==> src/rtl/evlog_pkg.sv <==
package evlog_pkg;
   typedef enum logic [0:0] {
      PH_RUN   = 1'b0,
      PH_SWEEP = 1'b1
   } evlog_phase_e;
endpackage

==> src/rtl/evlog_ctrl.sv <==
module evlog_ctrl
   import evlog_pkg::*;
#(
   parameter int DEPTH = 16,
   parameter int AW    = $clog2(DEPTH)
) (
   input  logic          clk,
   input  logic          rst_n,
   input  logic          evt_strobe,
   input  logic          mission_on,
   input  logic          wrap_en,
   input  logic          clear_req,
   output logic [AW-1:0] wr_ptr,
   output logic          log_full,
   output logic          roll_flag,
   output logic          sweeping,
   output logic [AW-1:0] sweep_addr,
   output logic          clear_done,
   output logic          clear_go,
   output logic          take_evt,
   output logic          store_we,
   output logic          load_start
);
   localparam logic [AW-1:0] LAST = AW'(DEPTH - 1);

   evlog_phase_e phase_q;
   logic         arm_q;

   assign sweeping   = (phase_q == PH_SWEEP);
   assign clear_go   = clear_req && !sweeping;
   assign take_evt   = evt_strobe && mission_on && !sweeping && !clear_req;
   assign store_we   = take_evt && (!log_full || wrap_en);
   assign load_start = take_evt && arm_q;

   always_ff @(posedge clk or negedge rst_n) begin
      if (!rst_n) begin
         phase_q    <= PH_RUN;
         sweep_addr <= '0;
         clear_done <= 1'b0;
      end else begin
         clear_done <= 1'b0;
         if (sweeping) begin
            if (sweep_addr == LAST) begin
               phase_q    <= PH_RUN;
               clear_done <= 1'b1;
            end else begin
               sweep_addr <= sweep_addr + 1'b1;
            end
         end else if (clear_go) begin
            phase_q    <= PH_SWEEP;
            sweep_addr <= '0;
         end
      end
   end

   always_ff @(posedge clk or negedge rst_n) begin
      if (!rst_n) begin
         wr_ptr    <= '0;
         log_full  <= 1'b0;
         roll_flag <= 1'b0;
      end else if (clear_go) begin
         wr_ptr    <= '0;
         log_full  <= 1'b0;
         roll_flag <= 1'b0;
      end else begin
         if (take_evt && log_full) roll_flag <= 1'b1;
         if (store_we) begin
            if (wr_ptr == LAST) begin
               wr_ptr   <= '0;
               log_full <= 1'b1;
            end else begin
               wr_ptr <= wr_ptr + 1'b1;
            end
         end
      end
   end

   always_ff @(posedge clk or negedge rst_n) begin
      if (!rst_n)                  arm_q <= 1'b1;
      else if (clear_go)           arm_q <= 1'b1;
      else if (!mission_on)        arm_q <= 1'b1;
      else if (take_evt)           arm_q <= 1'b0;
   end
endmodule

==> src/rtl/evlog_counter.sv <==
module evlog_counter #(
   parameter int CNT_W = 16,
   parameter int TS_W  = 32
) (
   input  logic             clk,
   input  logic             rst_n,
   input  logic             clear_go,
   input  logic             take_evt,
   input  logic             load_start,
   input  logic [TS_W-1:0]  time_now,
   output logic [CNT_W-1:0] evt_count,
   output logic [TS_W-1:0]  start_stamp
);
   localparam logic [CNT_W-1:0] CNT_TOP = {CNT_W{1'b1}};

   always_ff @(posedge clk or negedge rst_n) begin
      if (!rst_n)                               evt_count <= '0;
      else if (clear_go)                        evt_count <= '0;
      else if (take_evt && evt_count != CNT_TOP) evt_count <= evt_count + 1'b1;
   end

   always_ff @(posedge clk or negedge rst_n) begin
      if (!rst_n)          start_stamp <= '0;
      else if (clear_go)   start_stamp <= '0;
      else if (load_start) start_stamp <= time_now;
   end
endmodule

==> src/rtl/evlog_store.sv <==
module evlog_store #(
   parameter int DEPTH = 16,
   parameter int TS_W  = 32,
   parameter int AW    = $clog2(DEPTH)
) (
   input  logic            clk,
   input  logic            we,
   input  logic [AW-1:0]   waddr,
   input  logic [TS_W-1:0] wdata,
   input  logic [AW-1:0]   rd_addr,
   output logic [TS_W-1:0] rd_data
);
   logic [TS_W-1:0] ent [DEPTH];

   for (genvar i = 0; i < DEPTH; i++) begin : g_ent
      always_ff @(posedge clk) begin
         if (we && waddr == AW'(i)) ent[i] <= wdata;
      end
   end

   if (DEPTH == (1 << AW)) begin : g_full_range
      assign rd_data = ent[rd_addr];
   end else begin : g_guarded
      always_comb begin
         rd_data = '0;
         for (int k = 0; k < DEPTH; k++) begin
            if (rd_addr == AW'(k)) rd_data = ent[k];
         end
      end
   end
endmodule

==> src/rtl/evlog_rollover.sv <==
module evlog_rollover #(
   parameter int DEPTH = 16,
   parameter int TS_W  = 32,
   parameter int CNT_W = 16,
   localparam int AW   = $clog2(DEPTH)
) (
   input  logic             clk,
   input  logic             rst_n,
   input  logic             evt_strobe,
   input  logic [TS_W-1:0]  time_now,
   input  logic             mission_on,
   input  logic             wrap_en,
   input  logic             clear_req,
   input  logic [AW-1:0]    rd_addr,
   output logic [TS_W-1:0]  rd_data,
   output logic [AW-1:0]    wr_ptr,
   output logic [CNT_W-1:0] evt_count,
   output logic [TS_W-1:0]  start_stamp,
   output logic             roll_flag,
   output logic             clear_done
);
   if (DEPTH < 2)  begin : g_bad_depth $error("DEPTH must be at least 2"); end
   if (TS_W < 1)   begin : g_bad_ts    $error("TS_W must be at least 1"); end
   if (CNT_W < 1)  begin : g_bad_cnt   $error("CNT_W must be at least 1"); end

   logic          log_full, sweeping, clear_go, take_evt, store_we, load_start;
   logic [AW-1:0] sweep_addr;
   logic          mem_we;
   logic [AW-1:0] mem_addr;
   logic [TS_W-1:0] mem_data;

   evlog_ctrl #(.DEPTH(DEPTH), .AW(AW)) u_ctrl (
      .clk        (clk),
      .rst_n      (rst_n),
      .evt_strobe (evt_strobe),
      .mission_on (mission_on),
      .wrap_en    (wrap_en),
      .clear_req  (clear_req),
      .wr_ptr     (wr_ptr),
      .log_full   (log_full),
      .roll_flag  (roll_flag),
      .sweeping   (sweeping),
      .sweep_addr (sweep_addr),
      .clear_done (clear_done),
      .clear_go   (clear_go),
      .take_evt   (take_evt),
      .store_we   (store_we),
      .load_start (load_start)
   );

   evlog_counter #(.CNT_W(CNT_W), .TS_W(TS_W)) u_cnt (
      .clk         (clk),
      .rst_n       (rst_n),
      .clear_go    (clear_go),
      .take_evt    (take_evt),
      .load_start  (load_start),
      .time_now    (time_now),
      .evt_count   (evt_count),
      .start_stamp (start_stamp)
   );

   assign mem_we   = sweeping || store_we;
   assign mem_addr = sweeping ? sweep_addr : wr_ptr;
   assign mem_data = sweeping ? '0 : time_now;

   evlog_store #(.DEPTH(DEPTH), .TS_W(TS_W), .AW(AW)) u_store (
      .clk     (clk),
      .we      (mem_we),
      .waddr   (mem_addr),
      .wdata   (mem_data),
      .rd_addr (rd_addr),
      .rd_data (rd_data)
   );
endmodule

==> config.mk <==
export PLATFORM = sky130hd
export DESIGN_NAME = evlog_rollover
export DESIGN_NICKNAME = d
export VERILOG_FILES = /design/src/rtl/evlog_pkg.sv /design/src/rtl/evlog_ctrl.sv /design/src/rtl/evlog_counter.sv /design/src/rtl/evlog_store.sv /design/src/rtl/evlog_rollover.sv
export SDC_FILE = /design/constraint.sdc
export NUM_CORES = 1
export LEC_CHECK = 0
export ABC_AREA = 1
export CORE_MARGIN = 2
export CORE_UTILIZATION = 54
export CTS_BUF_LIST = sky130_fd_sc_hd__clkbuf_4 sky130_fd_sc_hd__clkbuf_8 sky130_fd_sc_hd__clkbuf_16
export DETAILED_ROUTE_END_ITERATION = 16
export PLACE_DENSITY = 0.76
export SYNTH_ARGS = -nofsm -noshare
export SYNTH_HDL_FRONTEND = slang
export SYNTH_HIERARCHICAL = 1
export SYNTH_SLANG_ARGS = --single-unit
==> constraint.sdc <==
create_clock -name clk -period 2.88 [get_ports clk]
set_clock_uncertainty 0.15 [all_clocks]
set_input_delay 0.576 -clock clk [delete_from_list [all_inputs] [get_ports clk]]
set_output_delay 0.576 -clock clk [all_outputs]
set_load 0.02 [all_outputs]
Yosys cells after proc, flatten, opt, wreduce, memory -nomap -nowiden
Memory sizes are Yosys's and may differ from the RTL's.
Cells that the tools add are included.
Widths: inputs -> output; s select.
{"block": "classes", "addsub": 3, "eq_ne": 20, "n_mux": 102, "reduce_logical": 53}
{"op": "$mux 32", "n": 18}
{"op": "$reduce_or 32->1", "n": 15}
{"op": "$mux 4", "n": 22}
{"op": "$mux 1", "n": 60}
{"op": "$eq 4x4->1 const B", "n": 10}
{"op": "$mux 16", "n": 2}
{"op": "$logic_and 1x1->1", "n": 24}
{"op": "$add 16x1->16 const B", "n": 1}
{"op": "$eq 4x3->1 const B", "n": 4}
{"op": "$ne 16x16->1 const B", "n": 1}
{"op": "$reduce_bool 2->1", "n": 6}
{"op": "$add 4x1->4 const B", "n": 2}
{"op": "$eq 4x2->1 const B", "n": 2}
{"op": "$eq 4x1->1 const B", "n": 1}
{"op": "$logic_not 4->1", "n": 1}
{"op": "$reduce_and 2->1", "n": 2}
{"op": "$logic_not 1->1", "n": 3}
{"op": "$ne 3x1->1 const B", "n": 1}
{"op": "$logic_or 1x1->1", "n": 2}
{"op": "$ne 2x2->1 const B", "n": 1}
{"block": "word_totals", "ff_bits": 61, "ram_bits": 512, "in_bits": 42, "output_inout_bits": 86, "mem_count": 1}
{"memory": "u_store.ent", "depth": 16, "width": 32, "read_ports": 1, "rd_ports_with_merged_regs": 0, "wr": 1, "line": "evlog_store.sv:13", "rtl": "logic [TS_W-1:0] ent [DEPTH];"}

Depth between registers and ports, before layout
{"block": "logic_depth", "depth_word": 24, "ltp_mapped": 11, "depth_no_buf": 11}

Cells and area by module
The synthesis kept the hierarchy.
{"module": "evlog_store", "n_inst": 1, "cells_each": 2090, "area_per_inst_um2": 22098.7, "seq_area_each_um2": 15374.7}
{"module": "evlog_counter", "n_inst": 1, "cells_each": 294, "area_per_inst_um2": 2333.5, "seq_area_each_um2": 1201.2}
{"module": "evlog_ctrl", "n_inst": 1, "cells_each": 87, "area_per_inst_um2": 686.9, "seq_area_each_um2": 326.6}
{"module": "evlog_rollover", "n_inst": 1, "cells_each": 82, "area_per_inst_um2": 334.1, "seq_area_each_um2": 0.0}

Least setup slack after synthesis
OpenSTA, ideal clock, no wires.
{"block": "synth_path", "path_kind": "input-to-reg", "from": "input clear_req", "to": "memory u_store.ent[10][0] (enable)", "setup_ps": 421, "t_arrival_ps": 2566, "t_required_ps": 2309, "path_slack_ps": -257, "stages": 6, "path_cell_list": "nor2_1 nand3_2 inv_1 or2_1 nand3_1 nor2_1"}
{"block": "synth_between", "elab_chain_cells": 23}
{"item": "start: declaration", "line": "evlog_rollover.sv:13", "rtl": "input logic clear_req,"}
{"item": "$logic_not 1->1 (*)", "line": "evlog_ctrl.sv:31", "rtl": "assign take_evt = evt_strobe && mission_on && !sweeping && !clear_req;"}
{"item": "$logic_and 1x1->1 (*)", "line": "evlog_ctrl.sv:31"}
{"item": "$logic_and 1x1->1 (*)", "line": "evlog_ctrl.sv:32", "rtl": "assign store_we = take_evt && (!log_full || wrap_en);"}
{"item": "net store_we", "line": "evlog_rollover.sv:26", "rtl": "logic log_full, sweeping, clear_go, take_evt, store_we, load_start;"}
{"item": "$logic_or 1x1->1 (*)", "line": "evlog_rollover.sv:62", "rtl": "assign mem_we = sweeping || store_we;"}
{"item": "net mem_we", "line": "evlog_rollover.sv:28", "rtl": "logic mem_we;"}
{"item": "$logic_and 1x1->1", "line": "evlog_store.sv:17", "rtl": "if (we && waddr == AW'(i)) ent[i] <= wdata;"}
{"item": "$mux 1", "line": "evlog_store.sv:17"}
{"item": "$mux 1 (implied by the code)", "line": "evlog_store.sv:17"}
{"item": "$reduce_or 32->1 (no source line)"}
{"item": "$mux 4 (no source line) / $mux 1 (equally long branches) (15 in a row)"}
{"item": "end: declaration", "line": "evlog_store.sv:13"}
The timed path passes the listed nets; every way through them passes the cells marked *.

Final worst setup path
{"block": "layout_path", "from": "input rd_addr[0]", "to": "output rd_data[6]"}
{"block": "layout_between", "elab_chain_cells": 1}
{"item": "start: declaration", "line": "evlog_rollover.sv:14", "rtl": "input logic [AW-1:0] rd_addr,"}
{"item": "$mem_v2 16x32"}
{"item": "end: declaration", "line": "evlog_rollover.sv:15", "rtl": "output logic [TS_W-1:0] rd_data,"}
Every way passes these cells.

==> metrics <==
Primary FF master, synth edfxtp_1; Clock Power Share 30.5%; fraction of registers with async set/reset 10.6%; critical path class in2out; total number of yosys warnings 6; Die Height 221 um; vias in the first global route 18300; Power Dens Cells 817 mW/mm2; crit end category output port; Psw 0.00737 W; status finished clean; first-pass GRT wire length 99600 um; crit-path max cell delay 0.53 ns; fin. max-slew vios 0; synth cell count leaders nand2_1, edfxtp_1, inv_1; max_slew headroom 32.7%; switching share of power 29.7%; Fill cells 3368; total clock sinks 573; drt total wl 63600 um; CP max-delay cell clkdlybuf4s50_1; critical path cell sequence buf_6 > inv_6 > buf_12 > buf_4 > nand2_1 > nand3_1 > nand3_1 > nand3_1 > nand2_1 > clkdlybuf4s50_1; DRT iter0 DRCs 1999; area of the die 0.0489 mm2; Rows 79; library cells used by synthesis 31; CP bufs+invs 5; ant diodes 0; FF+latch count, synth 573; Internal 0.0175 W; routed vias 18300; core area 0.0466 mm2; clk_lat worst skew 0.60 ns; Clock Pin Slew Worst Setup and Hold Paths 0.06 ns; synthesized area 0.0255 mm2; Final Hold Fails 0; Root Buffer Master clkbuf_16; HPWL after DPL 38300 um; Worst Setup SP rd_addr[0]; dominant cell type by area after synthesis edfxtp_1; share of post-route cells with drive strength above 1 9.70%; Num CTS Buffers 56; CTS tree built; Starting Density 54.7%; max frequency 0.350 GHz; Min-Delay Path Class reg2reg; RSZ-0062 raised after global routing true; fin crit period 2.86 ns; Overflow after GRT 0; CTS Buffer Depth 3; period utilization 99.1%; syn avg cell area 9.97 um2; crit path DAT 2.13 ns; worst hold start u_ctrl/roll_flag$_DFFE_PN0P_; CP most frequent cell nand3_1; drt pass-1 iters 7; number of nets in the layout 2792; Synth top area share 60.4%; most frequent cell after synthesis nand2_1; PortBufs 127; Peak VDD IR 585 uV; Post-Syn Instances 2553; area of the multi-input gates 0.00603 mm2; Reg power frac 46.9%; Worst R2R Start u_ctrl/sweeping$_DFF_PN0_; Pleak 13.5 nW; main area contributors after synthesis edfxtp_1, nand2_1, nand3_1; largest net degree at the start of global routing 45; WL per Instance 18.7 um; Req. time, crit path 2.15 ns; Comb power frac 22.6%; initial antenna violation count 0; vias per cell 5.39; delay-heaviest family, CP buffers and inverters; I/O pin count 128; Reg area 0.0169 mm2; Worst-Margin Slew 1.01 ns; ANT nets after route 0; crit start category input pin; Design Power 0.0248 W; GRT Util Overall 26.2%; DP Area 0.0284 mm2; post-route cell area 0.0304 mm2; DIE WIDTH 221 um; Area growth syn-to-layout 19.4%; Max Cap Viol 0; Post-route DRC 0; register area share after synthesis 66.4%; Post-synth EDFFs 512; # H-tree levels 2; final setup fails 0; worst-path fanout max 39; GPL Wtd Cong 0.826; Post-Syn Nets 2598
-- flip-flops by register name, indices dropped and copies added, names as in the netlist, 4 cells and up --
name / count
u_ctrl/wr_ptr: 4
u_cnt/evt_count: 16
u_store/ent: 512
u_cnt/start_stamp: 32
u_ctrl/sweep_addr: 4
-- metal layers --
layer	GRT usage [%]	wire length [um]
met4	10.9	2240
met1	34.4	24400
met3	4.70	6730
met2	43.1	30200
met5	0	0
-- power groups by stage --
stage / Combinational [W] / Clock, W / Sequential [W]
after CTS: 0.00561 / 0.00766 / 0.0116
after detailed placement: 0.00560 / 0 / 0.0118
after floorplan: 0.00260 / 0 / 0.0120
final: 0.00561 / 0.00758 / 0.0116
after global routing: 0.00607 / 0.00797 / 0.0118
after global placement: 0.00545 / 0 / 0.0117
-- through the flow --
stage          cells  utilization (%)  hold WS (ns)  setup WS, ns  TNS (ns)
6_report        3401             65.3         0.345        0.0248         0
2_1_floorplan   2553                -         0.130        -0.257    -96.89
4_1_cts         3401             65.2         0.347       -0.0278   -0.0278
3_3_place_gp    3295             61.0         0.329       -0.0862    -0.190
3_5_place_dp    3295             61.0         0.326       -0.0996    -0.444
5_1_grt         3401             65.3         0.368       -0.0718    -0.142
-- kinds of logic (layout without fill, tap and decap cells) --
| group | after synthesis | after routing | synth area share [%] |
|---|---|---|---|
| adders and majority gates | 3 | 3 | 0.147 |
| DFF | 573 | 573 | 66.4 |
| AOI/OAI and AO/OA | 42 | 42 | 0.841 |
| xor gates and xnor gates | 5 | 5 | 0.172 |
| and+or+nand+nor | 1320 | 1320 | 22.1 |
| buffers and inverters | 610 | 851 | 10.4 |
-- layout by cell type (no fill, tap or decap), drive strengths merged, types with 18 or more instances in the layout --
cell / synthesis / final
buf: 99 / 135
clkbuf: 22 / 70
clkdlybuf4s50: 0 / 92
clkinv: 0 / 22
dfrtp: 60 / 60
dlygate4sd2: 0 / 18
edfxtp: 512 / 512
inv: 489 / 491
nand2: 774 / 774
nand3: 446 / 446
nor2: 86 / 86
o21ai: 40 / 40
-- area by class of cell --
class	instances	area share [%]
clock buffers	70	5.08
clock inverters	35	1.28
inverters	489	6.07
multi-input cells	1370	19.9
flip-flops and latches	573	55.6
well taps	607	2.50
repair buffers	257	9.58
-- worst paths after layout --
| path | slack [ns] | depth (start not counted) | endpoint |
|---|---|---|---|
| max | 0.02 | 10 | rd_data[6] |
| min | 0.35 | 2 | u_ctrl/roll_flag$_DFFE_PN0P_ |
| max reg2reg | 0.49 | 8 | u_cnt/start_stamp[31]$_DFFE_PN0P_ |
| min reg2reg | 0.35 | 2 | u_ctrl/roll_flag$_DFFE_PN0P_ |
| max in group asynchronous | 1.48 | 3 | u_cnt/start_stamp[25]$_DFFE_PN0P_ |
| min in group asynchronous | 0.41 | 2 | u_cnt/start_stamp[7]$_DFFE_PN0P_ |
-- worst register-to-register path, delay by kind of cell (launching register included) --
family                 cells  cell delay (ns)
flip-flops                 1             0.46
AO/OA/AOI/OAI              1             0.20
buffers and inverters      3             0.46
AND/OR/NAND/NOR            4             0.96
-- what timing repair did --
action	4_1_cts	5_1_grt
resized for setup	19	14
setup endpoints to repair	21	13
gates cloned	0	0
endpoints found under the hold margin	30	0
hold buffers	1	0
setup buffers	0	0
Note: power is estimated with default switching activity, not from simulation.
